$ cat src/rtl/tqg_pkg.sv
package tqg_pkg;

   localparam int DEF_EVT_COUNT = 32;
   localparam int DEF_SLOTS     = 3;
   localparam int DEF_TIMER_W   = 6;

   typedef struct packed {
      logic start_hit;
      logic stop_hit;
   } evt_hits_t;

endpackage

$ cat src/rtl/tqg_frame_class.sv
module tqg_frame_class #(
   parameter int SLOTS = tqg_pkg::DEF_SLOTS
) (
   input  logic             frm_valid,
   input  logic [SLOTS-1:0] frm_slot_nop,
   input  logic             frm_is_sync,
   input  logic             cfg_sync_filter,
   output logic             candidate
);

   generate
      if (SLOTS < 1) begin : g_bad_slots
         $error("tqg_frame_class: SLOTS must be at least 1");
      end
   endgenerate

   logic any_cmd;
   logic sync_drop;

   always_comb begin
      any_cmd   = ~(&frm_slot_nop);
      sync_drop = frm_is_sync & cfg_sync_filter;
      candidate = frm_valid & any_cmd & ~sync_drop;
   end

endmodule

$ cat src/rtl/tqg_event_window.sv
module tqg_event_window
   import tqg_pkg::*;
#(
   parameter int EVT_COUNT = DEF_EVT_COUNT,
   parameter int SEL_W     = $clog2(DEF_EVT_COUNT),
   parameter int TIMER_W   = DEF_TIMER_W
) (
   input  logic                 clk,
   input  logic                 rst_n,
   input  logic [EVT_COUNT-1:0] evt_pulse,
   input  logic [SEL_W-1:0]     start_sel,
   input  logic [SEL_W-1:0]     stop_sel,
   input  logic [TIMER_W-1:0]   stop_dly,
   output evt_hits_t            hits,
   output logic                 flag
);

   generate
      if (EVT_COUNT < 2) begin : g_bad_cnt
         $error("tqg_event_window: EVT_COUNT must be at least 2");
      end
      if ((1 << SEL_W) < EVT_COUNT) begin : g_bad_sel
         $error("tqg_event_window: SEL_W too narrow for EVT_COUNT");
      end
   endgenerate

   logic [EVT_COUNT-1:0] start_match;
   logic [EVT_COUNT-1:0] stop_match;

   for (genvar i = 0; i < EVT_COUNT; i++) begin : g_sel
      assign start_match[i] = evt_pulse[i] & (start_sel == SEL_W'(i));
      assign stop_match[i]  = evt_pulse[i] & (stop_sel  == SEL_W'(i));
   end

   assign hits.start_hit = |start_match;
   assign hits.stop_hit  = |stop_match;

   logic               pend;
   logic [TIMER_W-1:0] dly_cnt;
   logic               stop_fire;

   always_comb begin
      if (hits.stop_hit) stop_fire = (stop_dly == '0);
      else               stop_fire = pend && (dly_cnt == TIMER_W'(1));
   end

   always_ff @(posedge clk or negedge rst_n) begin
      if (!rst_n) begin
         pend    <= 1'b0;
         dly_cnt <= '0;
      end else if (hits.stop_hit) begin
         pend    <= (stop_dly != '0);
         dly_cnt <= stop_dly;
      end else if (pend) begin
         pend    <= (dly_cnt != TIMER_W'(1));
         dly_cnt <= dly_cnt - TIMER_W'(1);
      end
   end

   always_ff @(posedge clk or negedge rst_n) begin
      if (!rst_n)              flag <= 1'b0;
      else if (hits.start_hit) flag <= 1'b1;
      else if (stop_fire)      flag <= 1'b0;
   end

   AST_START_OPENS: assert property (@(posedge clk) disable iff (!rst_n)
      hits.start_hit |=> flag);

   AST_STOP_NODELAY: assert property (@(posedge clk) disable iff (!rst_n)
      (hits.stop_hit && !hits.start_hit && stop_dly == '0) |=> !flag);

   AST_STOP_RELOAD: assert property (@(posedge clk) disable iff (!rst_n)
      (hits.stop_hit && stop_dly != '0) |=> (pend && dly_cnt == $past(stop_dly)));

   AST_FLAG_QUIET: assert property (@(posedge clk) disable iff (!rst_n)
      (!hits.start_hit && !hits.stop_hit && !pend) |=> $stable(flag));

endmodule

$ cat src/rtl/tqg_hold_stretch.sv
module tqg_hold_stretch #(
   parameter int TIMER_W = tqg_pkg::DEF_TIMER_W
) (
   input  logic               clk,
   input  logic               rst_n,
   input  logic               qual_now,
   input  logic [TIMER_W-1:0] hold_len,
   output logic               qual_out
);

   generate
      if (TIMER_W < 1 || TIMER_W > 16) begin : g_bad_w
         $error("tqg_hold_stretch: TIMER_W must be 1..16");
      end
   endgenerate

   logic [TIMER_W-1:0] hold_cnt;
   logic               hold_busy;

   assign hold_busy = (hold_cnt != '0);

   always_ff @(posedge clk or negedge rst_n) begin
      if (!rst_n)         hold_cnt <= '0;
      else if (qual_now)  hold_cnt <= hold_len;
      else if (hold_busy) hold_cnt <= hold_cnt - TIMER_W'(1);
   end

   always_ff @(posedge clk or negedge rst_n) begin
      if (!rst_n) qual_out <= 1'b0;
      else        qual_out <= qual_now | hold_busy;
   end

   AST_RESET_LOW: assert property (@(posedge clk)
      !rst_n |=> !qual_out);

   AST_IDLE_LOW: assert property (@(posedge clk) disable iff (!rst_n)
      (!qual_now && !hold_busy) |=> !qual_out);

   AST_HOLD_RELOAD: assert property (@(posedge clk) disable iff (!rst_n)
      qual_now |=> (qual_out && hold_cnt == $past(hold_len)));

   AST_HOLD_DECAY: assert property (@(posedge clk) disable iff (!rst_n)
      (!qual_now && hold_busy) |=> (qual_out && hold_cnt == $past(hold_cnt) - TIMER_W'(1)));

endmodule

$ cat src/rtl/trace_qual_gen.sv
module trace_qual_gen
   import tqg_pkg::*;
#(
   parameter int EVT_COUNT = DEF_EVT_COUNT,
   parameter int SLOTS     = DEF_SLOTS,
   parameter int TIMER_W   = DEF_TIMER_W,
   parameter int SEL_W     = $clog2(DEF_EVT_COUNT)
) (
   input  logic                 clk,
   input  logic                 rst_n,
   input  logic                 frm_valid,
   input  logic [SLOTS-1:0]     frm_slot_nop,
   input  logic                 frm_is_sync,
   input  logic [EVT_COUNT-1:0] evt_pulse,
   input  logic                 cfg_sync_filter,
   input  logic                 cfg_window_en,
   input  logic [TIMER_W-1:0]   cfg_hold_len,
   input  logic [SEL_W-1:0]     cfg_start_sel,
   input  logic [SEL_W-1:0]     cfg_stop_sel,
   input  logic [TIMER_W-1:0]   cfg_stop_dly,
   output logic                 qual_out,
   output logic                 window_flag
);

   logic      candidate;
   evt_hits_t hits;
   logic      in_window;
   logic      qual_now;

   tqg_frame_class #(.SLOTS(SLOTS)) u_class (
      .frm_valid       (frm_valid),
      .frm_slot_nop    (frm_slot_nop),
      .frm_is_sync     (frm_is_sync),
      .cfg_sync_filter (cfg_sync_filter),
      .candidate       (candidate)
   );

   tqg_event_window #(
      .EVT_COUNT (EVT_COUNT),
      .SEL_W     (SEL_W),
      .TIMER_W   (TIMER_W)
   ) u_window (
      .clk       (clk),
      .rst_n     (rst_n),
      .evt_pulse (evt_pulse),
      .start_sel (cfg_start_sel),
      .stop_sel  (cfg_stop_sel),
      .stop_dly  (cfg_stop_dly),
      .hits      (hits),
      .flag      (window_flag)
   );

   always_comb begin
      in_window = (window_flag | hits.start_hit) & ~hits.stop_hit;
      qual_now  = candidate & (~cfg_window_en | in_window);
   end

   tqg_hold_stretch #(.TIMER_W(TIMER_W)) u_hold (
      .clk      (clk),
      .rst_n    (rst_n),
      .qual_now (qual_now),
      .hold_len (cfg_hold_len),
      .qual_out (qual_out)
   );

   AST_STOP_FRAME_DROP: assert property (@(posedge clk) disable iff (!rst_n)
      (cfg_window_en && hits.stop_hit && !u_hold.hold_busy) |=> !qual_out);

   AST_NOP_DROP: assert property (@(posedge clk) disable iff (!rst_n)
      ((&frm_slot_nop) && !u_hold.hold_busy) |=> !qual_out);

endmodule

$ cat config.mk
export PLATFORM = sky130hd
export DESIGN_NAME = trace_qual_gen
export DESIGN_NICKNAME = d
export VERILOG_FILES = /design/src/rtl/tqg_pkg.sv /design/src/rtl/tqg_frame_class.sv /design/src/rtl/tqg_event_window.sv /design/src/rtl/tqg_hold_stretch.sv /design/src/rtl/trace_qual_gen.sv
export SDC_FILE = /design/constraint.sdc
export NUM_CORES = 1
export LEC_CHECK = 0
export ABC_AREA = 1
export BUFFER_PORTS_ARGS = -buffer_cell sky130_fd_sc_hd__buf_2
export CORE_MARGIN = 8
export CORE_UTILIZATION = 49
export DETAILED_ROUTE_END_ITERATION = 8
export HOLD_SLACK_MARGIN = 0.1
export MAX_ROUTING_LAYER = met4
export PLACE_DENSITY_LB_ADDON = 0.3
export SLEW_MARGIN = 20
export SYNTH_ARGS = -nofsm -noshare
export SYNTH_HDL_FRONTEND = slang
export SYNTH_SLANG_ARGS = --single-unit
$ cat constraint.sdc
create_clock -name clk -period 1.4 [get_ports clk]
set_input_delay 0.14 -clock clk [delete_from_list [all_inputs] [get_ports clk]]
set_output_delay 0.14 -clock clk [all_outputs]
set_load 0.02 [all_outputs]
==> flow_summary_export.csv <==
group,metric,value,unit
status,outcome,"complete, but fails checks",
status,violations,"negative setup slack",
grt,grt_use_total,20.6,%
synthesis,synth_compound_area_share,5.57,%
synthesis,synth-edff-count,0,
critical_path,crit_type,"flip-flop to flip-flop",
clock_network,cts_buffers,3,
synthesis,netlist.area_leader.share,22.9,%
placement,numPortBuffers,64,
timing,slew_viol_final,0,
timing,hold_viol_final,0,
synthesis,yosys-top-cells-area,"dfrtp_1 23%, nand2_1 21%, nand3_1 17%",
floorplanning,core_region_area,3280,um2
worst_hold_path,hold_path.class,"input pin to flip-flop",
grt,grt_pass1_wl,8700,um
placement,gp_routability_congestion,0.996,
pwr,finalPower,2.29,mW
floorplanning,die_x,73.8,um
synthesis,netlist_instances,288,
pwr,p_per_area,944,nW/um2
cells_and_area,stdcell_count,421,
cells_and_area,mostFrequentLayoutCells,"78 x nand2_1, 57 x buf_2, 52 x nand3_1",
flow_run,drv_cap,0,
drt,viasPerCell,5.27,
synthesis,synthArstFlopShare,100,%
cells_and_area,drive_above_1_share,38.4,%
synthesis,yosys.area_share.adder,3.05,%
synthesis,synth_top_family_by_area,"simple AND/OR/NAND/NOR gates",
placement,placed_area,2080,um2
placement,dp_hpwl,4620,um
drt,via_count,2219,
critical_path,path_common_cell,"nand2_1",
critical_path,path_delay_family,"flip-flops",
cells_and_area,area_growth,47.9,%
timing,timing.final.ws_setup,-22.6,ps
drt,avgRoutedWirePerCell,14.1,um
critical_path,reg2regPathDepth,8,
synthesis,synthMuxAreaShare,0,%
critical_path,worstPathRequired,1580,ps
drt,firstDrtPassIters,4,
drt,ant_nets,0,
timing,fmax,0.703,GHz
synthesis,ys_types,21,
cells_and_area,final_common_cell,"nand2_1",
critical_path,crit_fanout,3,
clock_network,cts_tree,"yes",
synthesis,synth_area,1640,um2
critical_path,r2r_end,"u_hold.hold_cnt[0]",
drt,drc,0,
synthesis,syn-num-nets,355,
clock_network,clk_path_buf_depth,2,
critical_path,r2r_slack,-20,ps
critical_path,r2r_start,"u_hold.hold_cnt[1]",
cells_and_area,fin_area,2420,um2
cells_and_area,nets,443,
critical_path,startpoint_type,"flip-flop",
synthesis,yosys_register_bits,15,
drt,drtIter0Drc,152,
timing,finalCriticalPeriod,1420,ps
timing,tns,-22.6,ps
synthesis,avgSynthCellArea,5.69,um2
floorplanning,die_h,73.8,um
clock_network,cts_root_buf,"clkbuf_4",
cells_and_area,diodes,0,
drt,drt-total-wl,5930,um
grt,antenna_found_initial,0,
grt,grt_pass1_vias,2120,
timing,tightest_slew,343,ps
synthesis,synth_xor_area_share,3.74,%
worst_hold_path,whs_path_depth,3,
grt,grt_max_degree,16,
timing,finClkSkew,1.39,ps
timing,rsz0062_at_grt,"true",
grt,grt-ovfl-total,0,
floorplanning,io_pins,65,
timing,period_share,102,%
critical_path,critPathArrivalTime,1600,ps
floorplanning,initial_core_util,49.9,%
synthesis,yosys.area.top_type,"dfrtp_1",
critical_path,crit_buf_inv,3,
timing,setup_violations,1,
synthesis,yosysSeqAreaShare,22.9,%
synthesis,ys.flop_type,"dfrtp_1",
pwr,ir_drop,409,uV
worst_hold_path,hold_path_startpoint,"cfg_hold_len[3]",
placement,pre_cts_ws,-300,ps
critical_path,setup.worst_path.end_class,"flip-flop",
floorplanning,die_area,5450,um2
clock_network,clk_latency,270,ps
timing,max_slew_margin,77.1,%
synthesis,ys.warnings.count,0,
placement,dp_cells,407,
clock_network,cts_max_level,1,
pwr,p_leak,1.31,nW
clock_network,clock_sinks,15,
floorplanning,rows,21,
critical_path,cpPeakStageDelay,430,ps
critical_path,cp_slowest_cell,"dfrtp_1",
critical_path,path_cells,"inv_2, ha_4, nand4_1, buf_4, xor2_1, nand2_1, nand2_1, inv_1",
synthesis,synth-simple-area-share,55.6,%
clock_network,cts.clk_slew.worst_paths,90,ps
worst_hold_path,hold_path_end,"u_hold.hold_cnt[3]",
-- cell families after synthesis --
family,after synthesis
AO/OA/AOI/OAI,16
adder cells (fa/ha/maj),4
XOR/XNOR,7
buffers and inverters,39
AND/OR/NAND/NOR,207
flip-flops,15
-- where the power goes --
part           switching (mW)  internal [mW]
clock network           0.133          0.110
logic                   0.722          0.583
registers               0.141          0.598
-- synthesized netlist by cell type (2+ instances only) --
cell / count
dfrtp_1: 15
nand2_4: 2
nand4_1: 5
o21ai_0: 7
o211ai_1: 2
nand3b_1: 3
nand3_1: 57
xor2_1: 6
nor3_1: 7
nor2_1: 36
nand2_1: 91
inv_1: 38
ha_1: 4
nor2_2: 3
nand2_2: 2
a21oi_1: 5
-- sequential cells by signal, indices dropped and copies added, names as in the netlist --
name,cells
u_hold.hold_cnt,6
u_window.flag,1
u_window.dly_cnt,6
u_window.pend,1
u_hold.qual_out,1
-- metal layers --
metal | vias to the layer above | part of all wire, % | GRT usage, % | wire length (um)
li1 | 1115 | - | - | -
met1 | 961 | 40 | 23.2 | 2380
met2 | 113 | 49 | 35.8 | 2910
met3 | 30 | 5.5 | 1.50 | 329
met4 | 0 | 5.2 | 10.2 | 306
met5 | - | 0 | - | 0
-- repair_timing --
action	4_1_cts	5_1_grt
setup buffers	0	6
endpoints found under the setup margin	3	14
resized for setup	2	79
gates cloned	0	1
hold buffers	4	0
hold endpoints to repair	18	0
pin swaps	0	28
-- metrics by stage --
stage	hold WS [ps]	utilization, %
floorplan	-156	-
global placement	57.6	63.5
detailed placement	62.1	63.5
CTS	100	65.6
global route	100	73.8
finish	98.8	73.8
-- cell type report --
type,instances,area (um2)
clock buffer,4,26.3
fill,283,861
inverter,38,150
multi-input combinational,235,1310
sequential,15,375
tap,46,57.6
timing repair buffer,83,509
-- worst min-delay path: stages --
cell and delay [ps]:
buf_2 80, nand3_1 60, nand2_1 60
-- how the worst max path moves through the flow --
stage,from,to,slack (ps),cells after the start
after floorplan,cfg_start_sel[3],u_hold.hold_cnt[2],30,14
after global placement,cfg_stop_sel[1],u_hold.hold_cnt[1],-280,16
after detailed placement,cfg_start_sel[1],u_hold.hold_cnt[2],-300,15
after CTS,cfg_stop_sel[1],u_hold.hold_cnt[1],9,17
after global routing,u_hold.hold_cnt[1],u_hold.hold_cnt[0],-80,8
final,u_hold.hold_cnt[1],u_hold.hold_cnt[0],-20,8
(Power assumes the default switching activity.)
